## src/rtl/prio_pkg.sv

```systemverilog
package prio_pkg;
  localparam int PRIO_W = 8;
  localparam int GRP_W  = $clog2(PRIO_W);
  typedef logic [PRIO_W-1:0] prio_t;
  typedef logic [GRP_W-1:0]  grp_t;
endpackage

```

## src/rtl/prio_regfile.sv

```systemverilog
module prio_regfile
  import prio_pkg::*;
#(
  parameter int NUM_SRC   = 16,
  parameter int IMPL_BITS = 3,
  parameter int IDX_W     = $clog2(NUM_SRC)
) (
  input  logic           clk,
  input  logic           rst,
  input  logic           we,
  input  logic [IDX_W:0] addr,
  input  prio_t          wdata,
  output prio_t          rdata,
  output prio_t          prio_arr [NUM_SRC],
  output grp_t           grp
);
  localparam int LOW_BITS = PRIO_W - IMPL_BITS;

  logic [IMPL_BITS-1:0] hi_q [NUM_SRC];
  grp_t                 grp_q;

  for (genvar s = 0; s < NUM_SRC; s++) begin : g_src
    always_ff @(posedge clk) begin
      if (rst)
        hi_q[s] <= '0;
      else if (we && !addr[IDX_W] && addr[IDX_W-1:0] == IDX_W'(s))
        hi_q[s] <= wdata[PRIO_W-1 -: IMPL_BITS];
    end
    assign prio_arr[s] = {hi_q[s], {LOW_BITS{1'b0}}};
  end

  always_ff @(posedge clk) begin
    if (rst)
      grp_q <= '0;
    else if (we && addr[IDX_W])
      grp_q <= wdata[GRP_W-1:0];
  end

  always_ff @(posedge clk) begin
    if (rst)
      rdata <= '0;
    else if (addr[IDX_W])
      rdata <= prio_t'(grp_q);
    else
      rdata <= prio_arr[addr[IDX_W-1:0]];
  end

  assign grp = grp_q;
endmodule

```

## src/rtl/prio_split.sv

```systemverilog
module prio_split
  import prio_pkg::*;
(
  input  prio_t prio,
  input  grp_t  grp,
  output prio_t pre,
  output prio_t sub
);
  logic [PRIO_W:0] span;
  logic [GRP_W:0]  shamt;

  always_comb begin
    span  = (PRIO_W+1)'(2) << grp;
    span  = span - (PRIO_W+1)'(1);
    shamt = {1'b0, grp} + (GRP_W+1)'(1);
    sub   = prio & span[PRIO_W-1:0];
    pre   = (grp == '1) ? '0 : (prio >> shamt);
  end
endmodule

```

## src/rtl/prio_arb_tree.sv

```systemverilog
module prio_arb_tree
  import prio_pkg::*;
#(
  parameter int NUM_SRC = 16,
  parameter int IDX_W   = $clog2(NUM_SRC)
) (
  input  logic [NUM_SRC-1:0] pend,
  input  prio_t              prio_arr [NUM_SRC],
  output logic               any,
  output logic [IDX_W-1:0]   idx,
  output prio_t              prio
);
  localparam int NODES = 2 * NUM_SRC - 1;

  logic             nv [NODES];
  prio_t            np [NODES];
  logic [IDX_W-1:0] ni [NODES];

  for (genvar s = 0; s < NUM_SRC; s++) begin : g_leaf
    assign nv[NUM_SRC-1+s] = pend[s];
    assign np[NUM_SRC-1+s] = prio_arr[s];
    assign ni[NUM_SRC-1+s] = IDX_W'(s);
  end

  for (genvar n = 0; n < NUM_SRC - 1; n++) begin : g_node
    localparam int L = 2 * n + 1;
    localparam int R = 2 * n + 2;
    logic take_r;
    assign take_r = nv[R] && (!nv[L] || (np[R] < np[L]));
    assign nv[n]  = nv[L] | nv[R];
    assign np[n]  = take_r ? np[R] : np[L];
    assign ni[n]  = take_r ? ni[R] : ni[L];
  end

  assign any  = nv[0];
  assign idx  = ni[0];
  assign prio = np[0];
endmodule

```

## src/rtl/prio_resolver.sv

```systemverilog
module prio_resolver
  import prio_pkg::*;
#(
  parameter int NUM_SRC   = 16,
  parameter int IMPL_BITS = 3,
  parameter int IDX_W     = $clog2(NUM_SRC)
) (
  input  logic               clk,
  input  logic               rst,
  input  logic               cfg_we,
  input  logic [IDX_W:0]     cfg_addr,
  input  logic [PRIO_W-1:0]  cfg_wdata,
  output logic [PRIO_W-1:0]  cfg_rdata,
  input  logic [NUM_SRC-1:0] pend,
  input  logic               act_valid,
  input  logic [PRIO_W-1:0]  act_prio,
  output logic               win_valid,
  output logic [IDX_W-1:0]   win_idx,
  output logic [PRIO_W-1:0]  win_pre,
  output logic [PRIO_W-1:0]  win_sub,
  output logic               preempt_req
);
  prio_t            prio_arr [NUM_SRC];
  grp_t             grp;
  logic             t_any;
  logic [IDX_W-1:0] t_idx;
  prio_t            t_prio;
  prio_t            w_pre, w_sub, a_pre, a_sub;

  prio_regfile #(.NUM_SRC(NUM_SRC), .IMPL_BITS(IMPL_BITS), .IDX_W(IDX_W)) u_regs (
    .clk(clk), .rst(rst), .we(cfg_we), .addr(cfg_addr), .wdata(cfg_wdata),
    .rdata(cfg_rdata), .prio_arr(prio_arr), .grp(grp)
  );

  prio_arb_tree #(.NUM_SRC(NUM_SRC), .IDX_W(IDX_W)) u_tree (
    .pend(pend), .prio_arr(prio_arr), .any(t_any), .idx(t_idx), .prio(t_prio)
  );

  prio_split u_split_win (.prio(t_prio),   .grp(grp), .pre(w_pre), .sub(w_sub));
  prio_split u_split_act (.prio(act_prio), .grp(grp), .pre(a_pre), .sub(a_sub));

  always_ff @(posedge clk) begin
    if (rst) begin
      win_valid   <= 1'b0;
      win_idx     <= '0;
      win_pre     <= '0;
      win_sub     <= '0;
      preempt_req <= 1'b0;
    end else begin
      win_valid   <= t_any;
      win_idx     <= t_any ? t_idx : '0;
      win_pre     <= t_any ? w_pre : '0;
      win_sub     <= t_any ? w_sub : '0;
      preempt_req <= t_any && (!act_valid || (w_pre < a_pre));
    end
  end
endmodule

```

## config.mk

```make
export PLATFORM = sky130hd
export DESIGN_NAME = prio_resolver
export DESIGN_NICKNAME = d
export VERILOG_FILES = /design/src/rtl/prio_pkg.sv /design/src/rtl/prio_regfile.sv /design/src/rtl/prio_split.sv /design/src/rtl/prio_arb_tree.sv /design/src/rtl/prio_resolver.sv
export SDC_FILE = /design/constraint.sdc
export NUM_CORES = 1
export LEC_CHECK = 0
export ABC_AREA = 0
export BUFFER_PORTS_ARGS = -buffer_cell sky130_fd_sc_hd__buf_2
export CAP_MARGIN = 10
export CORE_MARGIN = 5
export CORE_UTILIZATION = 25
export DETAILED_ROUTE_END_ITERATION = 6
export GPL_ROUTABILITY_DRIVEN = 0
export PLACE_DENSITY_LB_ADDON = 0.08
export SYNTH_ARGS = -nofsm -noshare
export SYNTH_HDL_FRONTEND = slang
export SYNTH_SLANG_ARGS = --single-unit
```

## constraint.sdc

```tcl
create_clock -name clk -period 7.28 [get_ports clk]
set_clock_uncertainty 0.1 [all_clocks]
set_input_delay 0.364 -clock clk [delete_from_list [all_inputs] [get_ports clk]]
set_output_delay 0.364 -clock clk [all_outputs]
set_load 0.1 [all_outputs]
```

Yosys cells after proc, flatten, opt, wreduce, memory -nomap -nowiden
Memory sizes are Yosys's and may differ from the RTL's.
Cells that the tools add are included.
{ "word_totals": {"ram_bits": 48, "register_bits": 33, "wordCells": 253, "in_bits": 41, "mem_count": 1} }
{ "classes": {"n_addsub": 2, "shift": 3, "order_cmp": 17, "reduce_logical": 70, "eq_ne": 16, "mux": 102, "bitwise": 34} }
{ "memory_table": {"columns": ["memory", "depth", "width", "read_ports", "rd_clocked_by_memory_dff", "write_ports", "line_no", "text"], "rows": [
  ["u_regs.hi_q", 16, 3, 16, 0, 16, "prio_regfile.sv:19", "logic [IMPL_BITS-1:0] hi_q [NUM_SRC];"]
]} }
{ "ops": {"columns": ["op", "count"], "rows": [
  ["8-bit 2-to-1 mux", 19],
  ["8-bit less-than comparator", 16],
  ["1-bit 2-to-1 mux", 58],
  ["3-bit 2-to-1 mux", 19],
  ["1-bit logical AND", 34],
  ["8-bit binary-select mux with 4-bit select", 1],
  ["4-bit equality test (second input constant)", 8],
  ["1-bit OR", 31],
  ["1-bit zero test", 17],
  ["4-bit by 3-bit equality test with 1-bit output (second input constant)", 4],
  ["1-bit logical OR", 16],
  ["8-bit by 4-bit >> shifter with 8-bit output", 2],
  ["8-bit bitwise AND", 1],
  ["4-bit by 2-bit equality test with 1-bit output (second input constant)", 2],
  ["2-bit 2-to-1 mux", 4],
  ["2-bit by 3-bit << shifter with 8-bit output (first input constant)", 1],
  ["8-bit by 1-bit subtractor with 8-bit output (second input constant)", 1],
  ["5-bit >= comparator (second input constant)", 1],
  ["4-bit NOT with 5-bit output", 1],
  ["3-bit by 1-bit adder with 4-bit output (second input constant)", 1],
  ["4-bit by 1-bit equality test with 1-bit output (second input constant)", 1],
  ["4-bit zero test", 1],
  ["4-bit 2-to-1 mux", 1],
  ["2-bit OR reduction", 2],
  ["2 further kinds", 2]
]} }

Depth between registers and ports, before layout
Gate-level depths: netlist (run 1).
An unclocked memory read counts as a cell.
{ "logic_depth": {"ltp_word": 22, "ltp_mapped": 36} }

Hierarchy
Synthesis (run 1) repeated with hierarchy kept, for this count alone.
{ "hier_totals": {"hier_cells": 1126, "area_unflattened_um2": 9744.3} }
{ "by_module_without_submodules": {"columns": ["module", "instances", "seq_area_each_um2", "cells_each", "area_per_inst_um2"], "rows": [
  ["prio_arb_tree", 1, 0.0, 639, 4814.6],
  ["prio_regfile", 1, 1621.6, 300, 3388.2],
  ["prio_resolver", 1, 440.4, 71, 773.2],
  ["prio_split", 2, 0.0, 58, 384.1]
]} }

Least setup slack after synthesis (run 1)
OpenSTA, ideal clock, no wires.
{ "synth_path": {"path_type": "flip-flop to flip-flop", "from": "memory u_regs.hi_q[13][1], in the netlist u_regs.hi_q[1][16]", "to": "register preempt_req", "t_arrival_ns": 6.940, "path_slack_ns": 0.182, "setup_time_ns": 0.058, "stages_incl_launch_ff": 34, "path_buffers": 1, "period_less_slack_ns": 7.098, "path_cell_list": "edfxtp_1 ha_1 a2111oi_0 or2_2 clkbuf_1 nor2_1 a21oi_1 ha_1 o21a_1 o22ai_1 o21ai_0 o31a_1 nor2_1 a21oi_1 ha_1 o21ai_0 a21oi_1 nor2_1 a21oi_1 mux2i_1 inv_1 ha_1 a21o_1 nor3_1 nand2_1 o211ai_4 mux4_2 or2_4 nor2_1 ha_1 nand4_1 o211ai_1 a2111oi_0 a21o_1"} }
{ "synth_rtl": {"columns": ["element", "line_no", "text"], "rows": [
  ["from (decl)", "prio_regfile.sv:19", null],
  ["to (signal assigned)", "prio_resolver.sv:54", "preempt_req <= t_any && (!act_valid || (w_pre < a_pre));"],
  ["to (decl)", "prio_resolver.sv:21", "output logic preempt_req"]
]} }

==> results.cfg, run 1 <==
[outcome]
outcome = complete, no violations

[clocking]
clk_latency_ns = 0.34
holdBufCountCts = 0
path_clk_slew_ns = 0.07
clockBufferDepth = 2
cts.sinks = 73
ctsRootBufferMaster = clkbuf_16
cts_made_buffers = 9
htree_levels = 3
cts_tree = done

[logic_synthesis]
syn_avg_cell_area_um2 = 9.287
ys_warn_count = 0
yosysMostFrequentCell = nor2_1
synth.distinct_cells = 76
yosysSeqAreaShare_pct = 33.19
synthTopCellsByArea = edfxtp_1, dfxtp_1, ha_1, and2_1, mux4_2
synth_top_area_cell = edfxtp_1
synth_edf_count = 48
synth_cells = 630
synth.ff_latch_count = 73
synthFlopType = edfxtp_1
ys_top_cells_by_count = nor2_1, and2_1, edfxtp_1
syn_area_um2 = 5851
synth_top_area_share_pct = 24.64
async_reset_ff_share_pct = 0

[final_layout]
fill_cells = 2428
finalInstanceArea_um2 = 7283
fin_nets = 791
utilization_pct = 31.31
ff_latch_area_um2 = 1942
diodes = 0
drive_above_1_share_pct = 28.39
multi_input_area_um2 = 3876
syn2layout_area_growth_pct = 24.49

[timing]
worst_pin_slew_ns = 0.8295
whs_ns = 0.1802
finalSetupViolCount = 0
period_minus_slack_ns = 6.923
finalCritPeriodShare_pct = 95.10
finalHoldViolCount = 0
slew_viol_final = 0
max_freq_mhz = 144.4
setup_slack_ns = 0.3571
relSlewSlack_pct = 44.19

[place]
placed_area_um2 = 6635
port_buffers = 59
hpwlAfterDp_um = 14810
post-place-ws_ns = -0.2131

[floorplanning]
die_h_um = 163.0
dieArea_um2 = 26560
ioPinCount = 71
core_area_um2 = 23260
initial_utilization_pct = 25.15
die_w_um = 163.0
placementRows = 56

[power]
power_density_nw_per_um2 = 302.2
p_leak_nw = 2.988
p_total_mw = 2.201
peakVddDrop_uv = 110.2

[grt]
antenna_found_initial = 0
track_usage_pct = 13.68
grt_start_max_net_pins = 32
grt_pass1_wl_um = 28150
grt.overflow.total = 0
first_global_vias = 5170

[setup_path]
critPathRequiredTime_ns = 7.47
setup.worst_path.class = reg -> reg
cpPeakStageDelay_ns = 0.56
cp_data_arrival_time_ns = 7.12
worst_path_max_delay_cell = mux4_2
startpoint_type = flip-flop
crit_fanout = 6
cp-end-kind = flip-flop

[route]
drt_iter0_markers = 203
vias = 5082
wl_per_cell_um = 17.66
drc_errors = 0
firstDrtPassIters = 5
detail-route-antenna-nets = 0
wirelength_um = 18390
avgViaCountPerCell = 4.882

[run]
drv_cap = 0

[worst_hold_path]
hold_class = in -> reg
==> cell families after synthesis <==
group / after synthesis / synth area share [%]
flip-flops: 73 / 33.19
adder cells (fa/ha/maj): 34 / 7.250
multiplexers: 51 / 12.45
buffers and inverters: 71 / 5.069
other: 1 / 0.06410
AND/OR/NAND/NOR: 237 / 20.89
AO/OA/AOI/OAI: 163 / 21.09
==> metal layers <==
layer / vias to the layer above / share of wire (%) / track usage [%]
met4: 0 / 2.8 / 5.337
met1: 2458 / 45 / 17.04
met3: 30 / 3.2 / 2.177
met5: - / 0 / 0
met2: 116 / 49 / 23.72
li1: 2478 / - / -
==> critical path: cells and delay by family (launching register included) <==
| kind | cells | cell delay, ns |
|---|---|---|
| compound gates | 17 | 2.75 |
| fa+ha+maj | 5 | 1.27 |
| mux | 3 | 1.13 |
| simple gates | 6 | 0.91 |
| flops | 1 | 0.39 |
| buf+inv | 3 | 0.31 |
==> through the flow <==
stage                     instances   TNS, ns
after global routing           1041  -0.01787
after global placement         1013  -0.08251
after floorplan                 637         0
final                          1041         0
after CTS                      1030         0
after detailed placement       1013   -0.2131
==> cell usage in the layout, fill, tap and decap left out, types with 12 or more instances in the layout <==
| cell | netlist | final |
|---|---|---|
| mux2i_1 | 24 | 19 |
| nor2_1 | 61 | 58 |
| inv_1 | 41 | 38 |
| a21oi_1 | 23 | 15 |
| a21o_1 | 18 | 18 |
| buf_2 | 0 | 59 |
| edfxtp_1 | 48 | 48 |
| dfxtp_1 | 25 | 25 |
| nand2_1 | 44 | 43 |
| nor3_1 | 13 | 12 |
| and2_1 | 59 | 58 |
| o21ai_0 | 26 | 23 |
| buf_4 | 8 | 39 |
| ha_1 | 33 | 28 |
| o21a_1 | 13 | 12 |
| mux4_2 | 16 | 16 |
==> worst paths after layout <==
kind | startpoint | to | slack [ns] | cells after the start
max | u_regs.hi_q[1][20] | preempt_req | 0.36 | 34
min reg2reg | u_regs.grp[0] | u_regs.grp[0] | 0.61 | 2
max reg2reg | u_regs.hi_q[1][20] | preempt_req | 0.36 | 34
min | cfg_wdata[2] | u_regs.grp[2] | 0.18 | 3
==> state kept, by name, indices dropped and copies added (netlist names) <==
name and flops:
u_regs.hi_q 48, win_idx 4, preempt_req 1, u_regs.grp 3
u_regs.rdata 6, win_sub 3, win_pre 7, win_valid 1
==> report_power, final <==
group	leakage [nW]	switching, mW	internal (mW)
Sequential	0.663	0.0246	0.483
Clock	0.157	0.183	0.302
Combinational	2.17	0.729	0.480
==> timing repair <==
item                       in CTS  in global routing
setup buffers                   1                 11
setup endpoints to repair       1                  1
resized for setup               3                 49
pin swaps                       0                 10
cloned                          0                  0
==> final cells by class <==
type | count | share of cell area (%)
clock buffers | 10 | 3.144
clock inverters | 6 | 1.254
inverters | 42 | 2.165
multi-input cells | 493 | 53.22
flip-flops and latches | 73 | 26.66
well taps | 319 | 5.480
repair buffers | 98 | 8.074
(Power assumes the default switching activity.)
==> inputs of run 2 (changes only) <==
--- a/config.mk
+++ b/config.mk
@@ -6,11 +6,11 @@
 export NUM_CORES = 1
 export LEC_CHECK = 0
 export ABC_AREA = 0
-export BUFFER_PORTS_ARGS = -buffer_cell sky130_fd_sc_hd__buf_2
 export CAP_MARGIN = 10
 export CORE_MARGIN = 5
 export CORE_UTILIZATION = 25
 export DETAILED_ROUTE_END_ITERATION = 6
+export DONT_BUFFER_PORTS = 1
 export GPL_ROUTABILITY_DRIVEN = 0
 export PLACE_DENSITY_LB_ADDON = 0.08
 export SYNTH_ARGS = -nofsm -noshare
==> run 2 against run 1 <==
  * Sequential power rose by 35%
  * Power is 0.93% higher
  * Wire length up 0.17%
  * Critical path type unchanged
  * Largest cell class unchanged
  * Largest power group unchanged
  * Highest routed layer unchanged
==> results.cfg, run 2 (synthesized netlist as in run 1, its figures left out) <==
[setup_path]
cp_data_arrival_time_ns = 7.20
timing.rr.end = preempt_req
crit_fanout = 4
worst_path_max_delay_cell = mux4_2
r2r_cells = 32
r2r_start = u_regs.hi_q[1][4]
cp-end-kind = flip-flop
ff2ff_setup_slack_ns = 0.28
setup.worst_path.class = reg -> reg
cpPeakStageDelay_ns = 0.56
critPathRequiredTime_ns = 7.48
startpoint_type = flip-flop
cp_common_cell = ha_1

[power]
p_total_mw = 2.221
peakVddDrop_uv = 177.5
p_leak_nw = 2.754
power_density_nw_per_um2 = 316.9

[place]
placed_area_um2 = 6377
hpwlAfterDp_um = 14610
post-place-ws_ns = -0.1749
port_buffers = 0

[route]
drc_errors = 0
drt_iter0_markers = 298
firstDrtPassIters = 4
vias = 4877
avgViaCountPerCell = 4.926
wirelength_um = 18420
detail-route-antenna-nets = 0
wl_per_cell_um = 18.61

[final_layout]
fin_nets = 740
drive_above_1_share_pct = 22.21
layout_common_cells = nor2_1, and2_1, edfxtp_1
largest_reg_flops = 48
syn2layout_area_growth_pct = 19.80
finalInstanceArea_um2 = 7009
largest_register = u_regs.hi_q
diodes = 0
top_regs = u_regs.hi_q: 48 flops, win_pre: 7 flops, u_regs.rdata: 6 flops

[clocking]
ctsRootBufferMaster = clkbuf_16
clockBufferDepth = 2
htree_levels = 3
path_clk_slew_ns = 0.07
clk_latency_ns = 0.35
cts_made_buffers = 9
cts_tree = done
cts.sinks = 73

[timing]
max_freq_mhz = 142.8
whs_ns = 0.02474
relSlewSlack_pct = 34.56
setup_slack_ns = 0.2768
fin_tns_setup_ns = 0
worst_pin_slew_ns = 0.9803
finalSetupViolCount = 0
finalHoldViolCount = 0
finalCritPeriodShare_pct = 96.20
slew_viol_final = 0
period_minus_slack_ns = 7.003

[grt]
antenna_found_initial = 0
grt_pass1_wl_um = 27960
grt.overflow.total = 0
track_usage_pct = 13.76
first_global_vias = 4840
grt_start_max_net_pins = 29

[floorplanning]
initial_utilization_pct = 25.15
placementRows = 56
die_h_um = 163.0
die_w_um = 163.0
ioPinCount = 71
dieArea_um2 = 26560
core_area_um2 = 23260

[worst_hold_path]
hp-start = cfg_addr[4]
hold_class = in -> reg
min_delay_path_depth = 1
hold_end = u_regs.rdata[6]

[outcome]
outcome = complete, no violations

[run]
drv_cap = 0
-- run 2: changes by cell type in the layout (fill, tap and decap cells not counted), sizes merged --
cell         delta
buf            -52
dlygate4sd3     +1
-- run 2: power breakdown --
| group | switching [mW] | internal (mW) | leakage (nW) |
|---|---|---|---|
| Clock | 0.203 | 0.303 | 0.157 |
| Combinational | 0.535 | 0.496 | 1.93 |
| Sequential | 0.202 | 0.483 | 0.663 |
-- run 2: critical path, delay by kind of cell, from the launching register on --
family	cells	cell delay (ns)
adder cells (fa/ha/maj)	5	1.37
AND/OR/NAND/NOR	6	0.73
flip-flops	1	0.44
buffers and inverters	4	0.48
multiplexers	4	1.47
AO/OA/AOI/OAI	13	2.37
-- run 2: repair_timing --
item / CTS / global route
pin swaps: 0 / 10
endpoints found under the setup margin: 1 / 1
setup buffers: 1 / 13
hold buffers: 1 / 0
endpoints found under the hold margin: 4 / 0
gates resized for setup: 3 / 41
-- run 2: routing by layer --
metal,up-vias,track usage [%],part of all wire (%)
met3,20,3.063,5.9
met1,2354,16.91,43
met4,0,3.965,1.3
met2,115,24.17,50
met5,-,0,0
li1,2388,-,-
-- run 2: through the flow --
step / std cells / utilization (%)
after global placement: 959 / 27.42
after global routing: 990 / 30.13
after CTS: 977 / 28.93
final: 990 / 30.13
after detailed placement: 959 / 27.42
after floorplan: 637 / -
-- run 2: final cells by class --
type	count	area [µm²]
multi-input combinational	493	3835
timing repair buffer	47	355.3
inverter	42	157.7
clock inverter	6	91.34
tap	319	399.1
sequential	73	1942
clock buffer	10	229.0
fill	2458	16250
-- run 2: worst max-delay path by stage --
| stage | end | from | cells after the start |
|---|---|---|---|
| 2_1_floorplan | preempt_req | u_regs.hi_q[1][16] | 33 |
| 3_3_place_gp | preempt_req | u_regs.hi_q[1][20] | 35 |
| 3_5_place_dp | preempt_req | u_regs.hi_q[1][7] | 33 |
| 4_1_cts | preempt_req | u_regs.hi_q[1][13] | 34 |
| 5_1_grt | preempt_req | u_regs.hi_q[1][4] | 32 |
| 6_report | preempt_req | u_regs.hi_q[1][4] | 32 |
